File: config.mk
export PLATFORM = sky130hd
export DESIGN_NAME = ssp_fifo_status
export DESIGN_NICKNAME = d
export VERILOG_FILES = /design/src/rtl/sfs_pkg.sv /design/src/rtl/sfs_fifo.sv /design/src/rtl/sfs_stat.sv /design/src/rtl/ssp_fifo_status.sv
export SDC_FILE = /design/constraint.sdc
export NUM_CORES = 1
export LEC_CHECK = 0
export BUFFER_PORTS_ARGS = -buffer_cell sky130_fd_sc_hd__buf_2
export CORE_ASPECT_RATIO = 1.5
export CORE_UTILIZATION = 40
export DETAILED_ROUTE_END_ITERATION = 16
export PLACE_DENSITY_LB_ADDON = 0.3
export SLEW_MARGIN = 20
export SYNTH_ARGS = -nofsm -noshare
export SYNTH_HDL_FRONTEND = slang
export SYNTH_SLANG_ARGS = --single-unit
File: constraint.sdc
create_clock -name clk -period 3.1 [get_ports clk]
set_clock_uncertainty 0.1 [all_clocks]
set_input_delay 0.31 -clock clk [delete_from_list [all_inputs] [get_ports clk]]
set_output_delay 0.31 -clock clk [all_outputs]
set_load 0.02 [all_outputs]
File: src/rtl/sfs_pkg.sv
package sfs_pkg;
   localparam int STAT_W    = 32;
   localparam int LVL_FIELD = 4;
   // bit positions of the packed status word
   localparam int B_TNF  = 2;
   localparam int B_RNE  = 3;
   localparam int B_BSY  = 4;
   localparam int B_TREQ = 5;
   localparam int B_RREQ = 6;
   localparam int B_ROR  = 7;
   localparam int B_TLVL = 8;
   localparam int B_RLVL = 12;
endpackage

File: src/rtl/sfs_fifo.sv
module sfs_fifo #(
   parameter int W             = 16,
   parameter int DEPTH         = 16,
   parameter bit ZERO_ON_EMPTY = 1'b1,
   localparam int AW           = $clog2(DEPTH),
   localparam int CW           = AW + 1
) (
   input  logic          clk,
   input  logic          rst_n,
   input  logic          flush,
   input  logic          push,
   input  logic [W-1:0]  wdata,
   input  logic          pop,
   output logic [W-1:0]  rdata,
   output logic [CW-1:0] count,
   output logic          drop
);
   generate
      if (DEPTH < 2 || DEPTH != (1 << AW)) begin : g_bad_depth
         $error("sfs_fifo: DEPTH must be a power of two of at least 2");
      end
   endgenerate

   logic [W-1:0]  mem [DEPTH];
   logic [AW-1:0] wp, rp;
   logic [CW-1:0] cnt;
   logic          full, empty, do_pop, do_push;

   assign full    = (cnt == CW'(DEPTH));
   assign empty   = (cnt == '0);
   assign do_pop  = pop && !empty && !flush;
   assign do_push = push && !flush && (!full || do_pop);
   assign drop    = push && !flush && full && !do_pop;
   assign count   = cnt;

   always_ff @(posedge clk or negedge rst_n) begin
      if (!rst_n) begin
         wp  <= '0;
         rp  <= '0;
         cnt <= '0;
      end else if (flush) begin
         wp  <= '0;
         rp  <= '0;
         cnt <= '0;
      end else begin
         if (do_push) wp <= wp + 1'b1;
         if (do_pop)  rp <= rp + 1'b1;
         case ({do_push, do_pop})
            2'b10:   cnt <= cnt + 1'b1;
            2'b01:   cnt <= cnt - 1'b1;
            default: cnt <= cnt;
         endcase
      end
   end

   always_ff @(posedge clk) begin
      if (do_push) mem[wp] <= wdata;
   end

   generate
      if (ZERO_ON_EMPTY) begin : g_rd_zero
         assign rdata = empty ? '0 : mem[rp];
      end else begin : g_rd_raw
         assign rdata = mem[rp];
      end
   endgenerate
endmodule

File: src/rtl/sfs_stat.sv
module sfs_stat
   import sfs_pkg::*;
#(
   parameter int DEPTH = 16,
   localparam int CW   = $clog2(DEPTH) + 1
) (
   input  logic                 enable,
   input  logic                 busy_in,
   input  logic [CW-1:0]        tx_cnt,
   input  logic [CW-1:0]        rx_cnt,
   input  logic [LVL_FIELD-1:0] tx_thresh,
   input  logic [LVL_FIELD-1:0] rx_thresh,
   input  logic                 ror,
   output logic [STAT_W-1:0]    word,
   output logic                 tx_req,
   output logic                 rx_req
);
   localparam int XW = (CW > LVL_FIELD + 1) ? CW : LVL_FIELD + 1;

   logic [XW-1:0]        tx_ext, rx_ext, rx_need;
   logic [LVL_FIELD-1:0] tx_lvl, rx_lvl;
   logic [CW-1:0]        rx_m1;

   assign tx_ext  = XW'(tx_cnt);
   assign rx_ext  = XW'(rx_cnt);
   assign rx_need = XW'(rx_thresh) + XW'(1);
   assign rx_m1   = rx_cnt - 1'b1;

   generate
      if (CW - 1 >= LVL_FIELD) begin : g_lvl_trunc
         assign tx_lvl = tx_cnt[LVL_FIELD-1:0];
         assign rx_lvl = rx_m1[LVL_FIELD-1:0];
      end else begin : g_lvl_pad
         assign tx_lvl = LVL_FIELD'(tx_cnt[CW-2:0]);
         assign rx_lvl = (rx_cnt == '0) ? '1 : LVL_FIELD'(rx_m1[CW-2:0]);
      end
   endgenerate

   assign tx_req = enable && (tx_ext <= XW'(tx_thresh));
   assign rx_req = enable && (rx_ext >= rx_need);

   always_comb begin
      word                            = '0;
      word[B_TNF]                     = (tx_cnt != CW'(DEPTH));
      word[B_RNE]                     = (rx_cnt != '0);
      word[B_BSY]                     = enable && busy_in;
      word[B_TREQ]                    = tx_req;
      word[B_RREQ]                    = rx_req;
      word[B_ROR]                     = ror;
      word[B_TLVL +: LVL_FIELD]       = tx_lvl;
      word[B_RLVL +: LVL_FIELD]       = rx_lvl;
   end
endmodule

File: src/rtl/ssp_fifo_status.sv
module ssp_fifo_status
   import sfs_pkg::*;
#(
   parameter int DATA_W        = 16,
   parameter int DEPTH         = 16,
   parameter bit ZERO_ON_EMPTY = 1'b1,
   localparam int CW           = $clog2(DEPTH) + 1
) (
   input  logic                 clk,
   input  logic                 rst_n,
   input  logic                 enable,
   input  logic                 busy_in,
   input  logic [LVL_FIELD-1:0] tx_thresh,
   input  logic [LVL_FIELD-1:0] rx_thresh,
   input  logic                 tx_push,
   input  logic [DATA_W-1:0]    tx_wdata,
   input  logic                 tx_pop,
   output logic [DATA_W-1:0]    tx_rdata,
   input  logic                 rx_push,
   input  logic [DATA_W-1:0]    rx_wdata,
   input  logic                 rx_pop,
   output logic [DATA_W-1:0]    rx_rdata,
   input  logic                 reg_wr,
   input  logic [STAT_W-1:0]    reg_wdata,
   output logic [STAT_W-1:0]    status_q,
   output logic                 tx_req,
   output logic                 rx_req,
   output logic                 ror_irq
);
   generate
      if (DEPTH > 16) begin : g_bad_cfg
         $error("ssp_fifo_status: DEPTH above 16 does not fit the level fields");
      end
   endgenerate

   logic [CW-1:0] tx_cnt, rx_cnt;
   logic          tx_drop, rx_drop, ror_q, flush;

   assign flush = !enable;

   sfs_fifo #(.W(DATA_W), .DEPTH(DEPTH), .ZERO_ON_EMPTY(ZERO_ON_EMPTY)) u_txq (
      .clk(clk), .rst_n(rst_n), .flush(flush),
      .push(tx_push), .wdata(tx_wdata), .pop(tx_pop),
      .rdata(tx_rdata), .count(tx_cnt), .drop(tx_drop)
   );

   sfs_fifo #(.W(DATA_W), .DEPTH(DEPTH), .ZERO_ON_EMPTY(ZERO_ON_EMPTY)) u_rxq (
      .clk(clk), .rst_n(rst_n), .flush(flush),
      .push(rx_push), .wdata(rx_wdata), .pop(rx_pop),
      .rdata(rx_rdata), .count(rx_cnt), .drop(rx_drop)
   );

   always_ff @(posedge clk or negedge rst_n) begin
      if (!rst_n)                       ror_q <= 1'b0;
      else if (rx_drop)                 ror_q <= 1'b1;
      else if (reg_wr && reg_wdata[B_ROR]) ror_q <= 1'b0;
   end

   sfs_stat #(.DEPTH(DEPTH)) u_stat (
      .enable(enable), .busy_in(busy_in),
      .tx_cnt(tx_cnt), .rx_cnt(rx_cnt),
      .tx_thresh(tx_thresh), .rx_thresh(rx_thresh),
      .ror(ror_q), .word(status_q),
      .tx_req(tx_req), .rx_req(rx_req)
   );

   assign ror_irq = ror_q;
endmodule

; ---- After elaboration in Yosys (flattened, before gate mapping)
; Memory sizes are Yosys's and may differ from the RTL's.
; Index checks and enable logic that the tools add are counted.
[classes]
add_sub_neg = 9
n_lt_le_gt_ge = 2
n_eq_ne = 13
mux = 20
n_reduce_logical = 25
[ops]
columns = operator, count
row1 = $mux W16, 2
row2 = $mux W4, 8
row3 = $pmux W5 S2, 2
row4 = $add A4 B1 Y4 const B, 4
row5 = $logic_and A1 B1 Y1, 14
row6 = $add A5 B1 Y5 const B, 2
row7 = $eq A5 B5 Y1 const B, 2
row8 = $logic_not A5 Y1, 2
row9 = $mux W5, 2
row10 = $sub A5 B1 Y5 const B, 2
row11 = $ne A2 B1 Y1 const B, 4
row12 = $mux W1, 6
row13 = $ne A3 B1 Y1 const B, 2
row14 = $add A4 B1 Y5 const B, 1
row15 = $ge A5 B5 Y1, 1
row16 = $le A5 B4 Y1, 1
row17 = $logic_not A1 Y1, 5
row18 = $ne A5 B5 Y1 const B, 1
row19 = $reduce_bool A5 Y1, 1
row20 = $eq A2 B1 Y1 const B, 2
row21 = $eq A2 B2 Y1 const B, 2
row22 = $logic_or A1 B1 Y1, 2
row23 = $reduce_bool A2 Y1, 1
[word_totals]
register_bits = 27
ramBits = 512
elab_cells = 78
memories = 2
[mem_list]
columns = name, depth, word_bits, read_ports, rd_clocked_by_memory_dff, write_ports, line_no
row1 = u_rxq.mem, 16, 16, 1, 0, 1, sfs_fifo.sv:24  ; logic [W-1:0] mem [DEPTH];
row2 = u_txq.mem, 16, 16, 1, 0, 1, sfs_fifo.sv:24

; ---- Logic depth before layout (Yosys ltp)
; Gate-level depths: netlist (run 1).
[depth]
ltp_word = 9
mapped_depth = 9
ltp_nobuf = 9

; ---- By module
; Synthesis (run 1) repeated with hierarchy kept, for this count alone.
[hier_totals]
hier_cells = 1070
hier_area_um2 = 22016.1
[by_module_without_submodules]
columns = module, instances, cells_per_inst, area_per_inst_um2, seq_area_each_um2
row1 = sfs_fifo, 2, 497, 10719.0, 8012.7
row2 = sfs_stat, 1, 72, 538.0, 0.0
row3 = ssp_fifo_status, 1, 4, 40.0, 25.0

; ---- Worst setup path after synthesis (run 1)
; OpenSTA, ideal clock, no wires.
[synth_path]
kind = reg-to-reg
start = reg u_txq.cnt[1], in the netlist u_txq.count[1]
end = mem u_txq.mem[4][0], enable pin
arrival_ns = 2.469
setup_slack_ns = 0.122
path_stages_with_launch = 6
path_buffers = 1
period_less_slack_ns = 2.978
cell_sequence = dfrtp_1 nor4_1 buf_2 a31oi_1 nand2_1 nor3_1
[synth_via]
elab_chain_cells = 8
word_cells_on_any_way = 10
classes_between = eq/ne: 1 / mux: 2 / reduce/logical: 7
[synth_lines]
columns = element, line_no
row1 = "start, declared", sfs_fifo.sv:26  ; logic [CW-1:0] cnt;
row2 = "start signal, assigned", sfs_fifo.sv:49  ; 2'b10: cnt <= cnt + 1'b1;
row3 = "start signal, assigned", sfs_fifo.sv:50  ; 2'b01: cnt <= cnt - 1'b1;
row4 = "start signal, assigned", sfs_fifo.sv:51  ; default: cnt <= cnt;
row5 = $logic_not A5 Y1, sfs_fifo.sv:30  ; assign empty = (cnt == '0);
row6 = $logic_not A1 Y1, sfs_fifo.sv:31  ; assign do_pop = pop && !empty && !flush;
row7 = $logic_and A1 B1 Y1 (2 in series), sfs_fifo.sv:31
row8 = $logic_or A1 B1 Y1 (*), sfs_fifo.sv:32  ; assign do_push = push && !flush && (!full || do_pop);
row9 = $logic_and A1 B1 Y1 (*), sfs_fifo.sv:32
row10 = $mux W1 (*), sfs_fifo.sv:57  ; if (do_push) mem[wp] <= wdata;
row11 = $mux W1 (implied by the code) (*), sfs_fifo.sv:57
row12 = "end, declared", sfs_fifo.sv:24
; Mark *: on every way between the ends. The rest lies on a longest branch, timed or not.

; ---- Final worst setup path (run 1)
[layout_path]
start = reg u_rxq.rp[0]
end = out rx_rdata[8]
[layout_via]
elab_chain_cells = 2
[layout_lines]
columns = element, line_no
row1 = "start, declared", sfs_fifo.sv:25  ; logic [AW-1:0] wp, rp;
row2 = "start signal, assigned", sfs_fifo.sv:47  ; if (do_pop) rp <= rp + 1'b1;
row3 = $mem_v2 Z16 W16, -
row4 = $mux W16, sfs_fifo.sv:62  ; assign rdata = empty ? '0 : mem[rp];
row5 = "end, declared", ssp_fifo_status.sv:22  ; output logic [DATA_W-1:0] rx_rdata,
; No other way between the ends.

==> results of run 1 <==
## layer usage
layer	part of all wire, %	GRT usage (%)	vias up	wire length, µm
met5	0	0	-	0
met4	2.5	5.33	0	1170
met3	4.1	2.70	71	1940
met2	56	33.1	264	26600
met1	37	19.7	5531	17500
li1	-	-	4652	-
## worst max-delay path, stage by stage, from the launching register on
cell and delay [ns]:
dfrtp_4 0.45, buf_12 0.17, buf_16 0.15, mux4_2 0.52, mux4_2 0.52, and2_4 0.18, buf_6 0.12
## layout make-up
class                   instances  area (µm²)
multi-input cells             423        5380
well taps                     689         862
repair buffers                226        2050
clock buffers                  56        1250
fillers                      4440       27800
clock inverters                32         377
inverters                      21        78.8
flip-flops and latches        539       16100
## kinds of logic (layout without fill, tap and decap cells)
| kind of cell | count (synthesis) | in the layout |
|---|---|---|
| XOR/XNOR | 21 | 21 |
| AND/OR/NAND/NOR | 159 | 159 |
| buffers and inverters | 92 | 335 |
| other | 1 | 18 |
| AO/OA/AOI/OAI | 34 | 34 |
| multiplexers | 166 | 166 |
| flip-flops | 539 | 539 |
| adder cells (fa/ha/maj) | 25 | 25 |
## metrics by stage
| step | utilization (%) | instances | setup WS, ns | cell area, µm² |
|---|---|---|---|---|
| 3_5_place_dp | 43.8 | 1835 | 0.295 | 23600 |
| 4_1_cts | 47.9 | 1973 | -0.101 | 25800 |
| 2_1_floorplan | - | 1054 | 0.122 | 21900 |
| 6_report | 48.4 | 1986 | -0.0276 | 26100 |
| 3_3_place_gp | 43.8 | 1835 | 0.316 | 23600 |
| 5_1_grt | 48.4 | 1986 | -0.127 | 26100 |
## synth_stat cells (2+ instances only)
cell / number
a21oi_1: 9
a221oi_1: 2
a31oi_1: 3
and2_1: 43
and3_1: 2
buf_1: 4
buf_2: 10
buf_4: 26
buf_6: 11
clkbuf_1: 20
dfrtp_1: 27
edfxtp_1: 512
ha_1: 25
inv_1: 21
mux2i_1: 6
mux4_2: 160
nand2_1: 23
nand2b_1: 5
nand3_1: 5
nand4_1: 7
nor2_1: 29
nor2b_1: 19
nor3_1: 10
nor3b_1: 4
nor4_1: 2
nor4b_1: 2
o21a_1: 2
o21ai_0: 4
o21ai_1: 2
o31ai_1: 2
xnor2_1: 9
xor2_1: 12
## state kept, by name, indices dropped and copies added, names as in the netlist
name / cells
u_txq.mem: 256
u_txq.wp: 4
u_rxq.mem: 256
u_txq.rp: 4
u_rxq.rp: 4
ror_irq: 1
u_txq.count: 5
u_rxq.wp: 4
u_rxq.count: 5
## where the power goes
| part | switching [mW] | total (mW) | internal (mW) | leakage, nW |
|---|---|---|---|---|
| sequential | 0.137 | 8.25 | 8.11 | 4.97 |
| clock | 2.62 | 6.12 | 3.50 | 0.793 |
| combinational | 2.34 | 4.68 | 2.34 | 2.85 |
| total | 5.09 | 19.0 | 14.0 | 8.62 |
## worst max path at each step
stage | end | slack (ns) | cells after the start
final | rx_rdata[8] | -0.03 | 6
after global routing | tx_rdata[10] | -0.13 | 6
after CTS | rx_rdata[8] | -0.10 | 6
after detailed placement | tx_rdata[10] | 0.30 | 5
after global placement | tx_rdata[8] | 0.32 | 5
after floorplan | u_txq.mem[4][0] | 0.12 | 5
## repair_timing
item | 4_1_cts | 5_1_grt
setup buffers | 11 | 10
hold endpoints to repair | 542 | 0
cloned | 2 | 3
hold buffers | 37 | 0
setup endpoints to repair | 32 | 32
resized for setup | 10 | 30
## placed cells by master (no fill, tap or decap), types with 18 or more instances in the layout
cell and instances:
edfxtp_1 512, mux4_2 160, buf_2 85, buf_4 63, clkbuf_16 52, and2_1 38
dlygate4sd3_1 37, nor2_1 25, ha_1 25, buf_12 24, nand2_1 23, dfrtp_1 23
inv_1 21, nor2b_1 19, conb_1 18
==> reports/qor.txt, run 1 <==
status = finished with violations
violated checks = DRC, setup timing
crit path capture type = output pin
gr ovfl total = 0
Buffers on Ports = 98
Final Hold Viols = 0
worst-margin pin slew = 0.891 ns
DR DRC count = 16
number of flops mapped to enable cells by yosys = 512
post-synthesis adder-cell area fraction = 1.43%
Hold Crit Start = rx_pop
starting density of the core = 40.6%
Max Buffers Root-to-Sink = 3
Yosys warnings = 0
Total GRT Usage = 17.4%
CTS tree = built
H-tree depth = 2
first-pass GRT wire length = 69.5 mm
hold path depth = 4
RR Endpoint = u_rxq.mem[7][3]
vias per cell = 5.30
antenna violations before repair = 0
Rel. slew slack = 40.6%
area of the core = 53900 µm²
num rows = 104
post-synthesis cell type count = 51
Compound-Gate Fraction of Synth Area = 1.06%
1st-iter DRT viols = 578
Hold WC Path Type = in -> reg
clock sinks = 539
cts bufs inserted = 49
Sum Neg Setup Slack = -0.133 ns
Worst setup startpoint = u_rxq.rp[0]
Clk Latency, worst-skew pair = 0.59 ns
WL final = 47.2 mm
synthesized area = 21900 µm²
Worst Hold End = u_rxq.rp[1]
Fmax = 0.320 GHz
crit-path max FO = 6
XOR/XNOR Fraction of Synth Area = 0.841%
setup slack after layout = -0.0276 ns
die area = 55600 µm²
period utilisation layout = 101%
Mapped Avg Cell Area = 21.1 µm²
Worst Setup Path Type = reg -> out
Synth Instances = 1037
post-synthesis register bit count = 539
Die Ht = 288 µm
RSZ-0062 raised after global routing = true
top_reg_cell synth = edfxtp_1
PD cells = 731 nW/µm²
layout cells sized above 1 = 33.9%
fraction of the mapped netlist area in simple logic gates = 4.00%
Reg-to-Reg Start = u_rxq.count[0]
Worst setup SP type = flop
Area growth, synth to finish = 19.3%
Worst-path clk slew = 0.06 ns
GPL Wtd Cong = 0.747
# IOs = 148
via count = 10.5k
Worst VDD drop = 0.000542 V
Synth area leaders = edfxtp_1 70%, mux4_2 16%, dfrtp_1 3.1%, ha_1 1.4%, and2_1 1.2%
largest family of logic cells by synthesized area = multiplexers
Pre-antenna DRT Iters = 11
Die W = 193 µm
dpl hpwl = 27.0 mm
R2R cell count = 8
flop2flop setup slack = 0.45 ns
Final Power = 19.0 mW
Pleak = 8.62 nW
clk root buf = clkbuf_16
Hold Worst Slack = 0.0453 ns
largest area contributor in the netlist = edfxtp_1
Nets = 1366
mux cell area share after synthesis = 16.8%
Max Cap Violations = 0
ANT cells = 0
Max Slew Vio Count = 0
Final setup viols = 12
worst path required time = 2.69 ns
post-DR wirelength/cell = 23.8 µm
largest net degree at the start of global routing = 46
register area share after synthesis = 73.4%
Final ANT Viol Nets = 0
Final min period = 3.13 ns
Synth top area share = 70.3%
vias in the first global route = 11.2k
Async S/R FF share, synth = 5.01%
crit path DAT = 2.72 ns
Power figures use the tool's default switching activity.
==> run 2: changes to the inputs <==
--- a/config.mk
+++ b/config.mk
@@ -7,7 +7,9 @@
 export LEC_CHECK = 0
 export BUFFER_PORTS_ARGS = -buffer_cell sky130_fd_sc_hd__buf_2
 export CORE_ASPECT_RATIO = 1.5
+export CORE_MARGIN = 1.5
 export CORE_UTILIZATION = 40
+export CTS_CLUSTER_SIZE = 30
 export DETAILED_ROUTE_END_ITERATION = 16
 export PLACE_DENSITY_LB_ADDON = 0.3
 export SLEW_MARGIN = 20
==> constraint.sdc (replaced) <==
create_clock -name clk -period 3.1 [get_ports clk]
set_clock_uncertainty 0.1 [all_clocks]
set_input_delay 0.155 -clock clk [delete_from_list [all_inputs] [get_ports clk]]
set_output_delay 0.155 -clock clk [all_outputs]
set_load 0.02 [all_outputs]
==> reports/qor.txt, run 2 (same netlist as run 1, synthesis figures left out) <==
status = finished with violations
violated checks = DRC
area of the core = 53900 µm²
Placed Cells = 1822
WL final = 45.4 mm
H-tree depth = 2
commonest non-fill, non-tap cell in the layout = edfxtp_1
clk root buf = clkbuf_16
ANT cells = 0
GRT Max-Usage Layer = met2
crit path capture type = output pin
Top Registers = u_rxq.mem (256), u_txq.mem (256)
via count = 10.4k
antenna violations before repair = 0
vias in the first global route = 11.0k
die area = 56100 µm²
Area growth, synth to finish = 16.7%
Final ANT Viol Nets = 0
first-pass GRT wire length = 67.7 mm
Worst setup SP type = flop
1st-iter DRT viols = 608
layout filler cell count = 4477
Rel. slew slack = 41.4%
crit-path max FO = 12
Total GRT Usage = 16.4%
crit path DAT = 2.73 ns
post-layout util = 47.3%
Slowest-stage cell, CP = mux4_2
Max Buffers Root-to-Sink = 3
Worst VDD drop = 0.000780 V
Final min period = 2.98 ns
worst-margin pin slew = 0.879 ns
DR DRC count = 7
M2 GR Usage = 32.1%
clock sinks = 539
met1 Use GR = 18.0%
Max Slew Vio Count = 0
Crit path largest cell delay = 0.54 ns
worst-path cell chain = buf_12, buf_12, mux4_2, mux4_2, and2_1, buf_2
Buffers on Ports = 98
cts bufs inserted = 50
Fmax = 0.335 GHz
Die Ht = 289 µm
Final Hold Viols = 0
period utilisation layout = 96.2%
worst path required time = 2.84 ns
Final setup viols = 0
RSZ-0062 raised after global routing = false
met3 usage = 2.32%
# IOs = 148
gr ovfl total = 0
num rows = 104
buffers and inverters on the worst path = 3
Sum Neg Setup Slack = 0 ns
most frequent cells in the layout = 512 x edfxtp_1, 160 x mux4_2, 98 x buf_2, 50 x clkbuf_16
GPL Wtd Cong = 0.746
Pleak = 8.34 nW
Nets = 1336
vias per cell = 5.30
Hold WC Path Type = in -> async
fin cells = 1957
Top delay family on crit path = multiplexers
dpl hpwl = 26.3 mm
starting density of the core = 40.6%
post-DR wirelength/cell = 23.2 µm
PD cells = 726 nW/µm²
Max Cap Violations = 0
CTS tree = built
largest net degree at the start of global routing = 68
Worst Setup Path Type = reg -> out
Clk Latency, worst-skew pair = 0.59 ns
Pre-antenna DRT Iters = 10
Die W = 194 µm
Worst-path clk slew = 0.06 ns
layout cells sized above 1 = 31.9%
## run 2: changes by cell type in the layout (fill, tap and decap cells not counted), sizes merged
cell	change
buf	-31
bufinv	-2
clkbuf	+2
clkinv	-5
clkinvlp	+3
dlygate4sd3	+3
inv	+1
## run 2: what timing repair did
| item | CTS | global route |
|---|---|---|
| setup buffers | 5 | 0 |
| endpoints found under the setup margin | 29 | 0 |
| resized for setup | 0 | 0 |
| hold buffers | 40 | 0 |
| endpoints found under the hold margin | 551 | 0 |
## run 2: cell type report
cell class | instances | area, µm² | share of cell area, %
inverters | 21 | 78.8 | 0.309
clock buffers | 61 | 1290 | 5.07
well taps | 689 | 862 | 3.38
flip-flops and latches | 539 | 16100 | 63.0
repair buffers | 195 | 1510 | 5.92
clock inverters | 29 | 324 | 1.27
multi-input cells | 423 | 5370 | 21.1
## run 2: through the flow
stage          instance area [µm²]  power, mW  hold slack, ns  worst slack, ns
6_report                     25500       18.5          0.0417            0.119
5_1_grt                      25500       19.3          0.0547           0.0166
4_1_cts                      25500       18.8          0.0135           0.0582
3_5_place_dp                 23400       12.6           0.142            0.449
3_3_place_gp                 23400       12.6           0.132            0.499
2_1_floorplan                21900       11.3          -0.241            0.122
## run 2: power breakdown
part	leakage, nW	switching [mW]	total (mW)	internal, mW
clock network	0.772	2.65	6.06	3.41
registers	4.97	0.138	8.25	8.11
logic	2.59	2.27	4.21	1.94
total	8.34	5.06	18.5	13.5
## run 2: final timing paths
check | start | endpoint | slack, ns | cells after the start
worst max-delay path | u_rxq.rp[0] | rx_rdata[13] | 0.12 | 6
worst min-delay path | rst_n | u_txq.rp[3] | 0.04 | 2
worst max register to register | u_txq.count[0] | u_txq.count[4] | 0.43 | 10
worst min register to register | u_txq.rp[2] | u_txq.rp[2] | 0.46 | 2
max in group asynchronous | rst_n | u_rxq.rp[0] | 2.33 | 2
min in group clk | tx_push | u_txq.wp[0] | 0.05 | 5
## run 2: layer usage
metal / share of wire, % / vias to the layer above
met2: 57 / 237
met1: 37 / 5484
met3: 3.6 / 66
li1: - / 4579
met4: 2.7 / 0
met5: 0 / -
==> run 3: changes to the inputs <==
--- a/config.mk
+++ b/config.mk
@@ -6,6 +6,8 @@
 export NUM_CORES = 1
 export LEC_CHECK = 0
 export BUFFER_PORTS_ARGS = -buffer_cell sky130_fd_sc_hd__buf_2
+export CELL_PAD_IN_SITES_DETAIL_PLACEMENT = 0
+export CELL_PAD_IN_SITES_GLOBAL_PLACEMENT = 1
 export CORE_ASPECT_RATIO = 1.5
 export CORE_MARGIN = 1.5
 export CORE_UTILIZATION = 40
==> reports/qor.txt, run 3 (same netlist as run 1, synthesis figures left out) <==
Final Hold Viols = 0
clk root buf = clkbuf_16
Sum Neg Setup Slack = 0 ns
Top Registers = u_rxq.mem (256), u_txq.mem (256)
largest net degree at the start of global routing = 68
Rel. slew slack = 55.2%
layout filler cell count = 4537
num rows = 104
flop2flop setup slack = 0.40 ns
fin cells = 1976
period utilisation layout = 97.4%
Multi-input gate area = 5370 µm²
RR Endpoint = u_rxq.mem[11][12]
worst-path cell chain = buf_4, mux4_2, mux4_2, nor2b_1, buf_2
Pleak = 8.43 nW
Reg-to-Reg Start = u_rxq.count[1]
post-DR wirelength/cell = 24.2 µm
crit-path max FO = 12
gr ovfl total = 0
vias per cell = 5.27
Worst-path clk slew = 0.06 ns
Placed Cells = 1834
DR DRC count = 10
Max Slew Vio Count = 0
most frequent cell on the critical path = mux4_2
Worst VDD drop = 0.000547 V
dpl hpwl = 28.4 mm
Die Ht = 289 µm
antenna violations before repair = 5
Final Power = 18.6 mW
GPL Wtd Cong = 0.733
1st-iter DRT viols = 684
commonest non-fill, non-tap cell in the layout = edfxtp_1
H-tree depth = 2
Hold Worst Slack = 0.0474 ns
via count = 10.4k
register area = 16100 µm²
Max Cap Violations = 0
Nets = 1351
PD cells = 729 nW/µm²
Area growth, synth to finish = 16.9%
worst-margin pin slew = 0.673 ns
Hold WC Path Type = in -> async
Die W = 194 µm
worst path required time = 2.84 ns
most frequent cells in the layout = 512 x edfxtp_1, 160 x mux4_2, 98 x buf_2, 64 x buf_4, 53 x clkbuf_16
Crit path largest cell delay = 0.58 ns
area of the core = 53900 µm²
Worst setup startpoint = u_txq.rp[0]
ANT cells = 0
die area = 56100 µm²
layout cells sized above 1 = 32.7%
Max Buffers Root-to-Sink = 3
# IOs = 148
starting density of the core = 40.6%
crit path capture type = output pin
clock sinks = 539
Fmax = 0.331 GHz
Pre-antenna DRT Iters = 11
CTS tree = built
Clk Latency, worst-skew pair = 0.60 ns
R2R cell count = 8
Slowest-stage cell, CP = dfrtp_4
crit path DAT = 2.76 ns
cts bufs inserted = 51
status = finished with violations
Buffers on Ports = 98
RSZ-0062 raised after global routing = false
Worst setup SP type = flop
Final setup viols = 0
first-pass GRT wire length = 71.4 mm
vias in the first global route = 11.3k
post-layout util = 47.4%
Total GRT Usage = 17.4%
Worst Setup Path Type = reg -> out
Final min period = 3.02 ns
WL final = 47.7 mm
Final ANT Viol Nets = 0
violated checks = DRC
crit path capture = tx_rdata[8]
==> run 3: changes by cell type in the layout (fill, tap and decap cells not counted), sizes merged <==
cell,delta
buf,+15
clkbuf,+8
clkinvlp,-3
dlygate4sd3,-2
inv,+2
bufinv,-1
==> run 3: worst max-delay path: cells and delay by family (launching register included) <==
kind / cells / cell delay [ns]
buffers and inverters: 2 / 0.41
flip-flops: 1 / 0.58
multiplexers: 2 / 1.01
AND/OR/NAND/NOR: 1 / 0.14
==> run 3: how the worst min path moves through the flow <==
stage	start	end	slack, ns	cells after the start
3_5_place_dp	rst_n	u_txq.count[2]	0.14	1
5_1_grt	tx_push	u_txq.wp[0]	0.05	5
3_3_place_gp	rst_n	u_txq.count[2]	0.14	1
4_1_cts	tx_push	u_txq.wp[0]	0.03	5
6_report	rst_n	u_txq.count[4]	0.05	2
2_1_floorplan	rst_n	ror_irq	-0.24	0
==> run 3: area by class of cell <==
type,instances,area share [%]
repair buffers,209,5.99
multi-input cells,423,21.0
clock buffers,68,5.33
clock inverters,27,1.11
well taps,689,3.37
flip-flops and latches,539,62.9
inverters,21,0.308
==> run 3: where the power goes <==
group / internal (mW) / switching, mW / leakage (nW)
logic: 1.93 / 2.25 / 2.65
registers: 8.11 / 0.189 / 4.97
clock network: 3.46 / 2.68 / 0.799
==> run 3: what timing repair did <==
item,in CTS,in global routing
setup endpoints to repair,30,2
endpoints found under the hold margin,551,0
buffers inserted,8,0
gates cloned,0,1
gates resized for setup,1,0
hold buffers,38,0
==> run 3: metal layers <==
layer | share of wire (%) | global-route usage, % | wire length (µm)
met1 | 37 | 20.3 | 17800
met2 | 56 | 32.7 | 26500
met3 | 5.0 | 3.11 | 2380
met4 | 2.1 | 4.86 | 1010
met5 | 0.015 | 0 | 7
==> run 3: per-stage QoR <==
stage          area, µm²  setup WS (ns)
4_1_cts            25500       -0.00519
3_5_place_dp       23400          0.376
5_1_grt            25600         0.0143
3_3_place_gp       23400          0.377
6_report           25600         0.0819
2_1_floorplan      21900          0.122
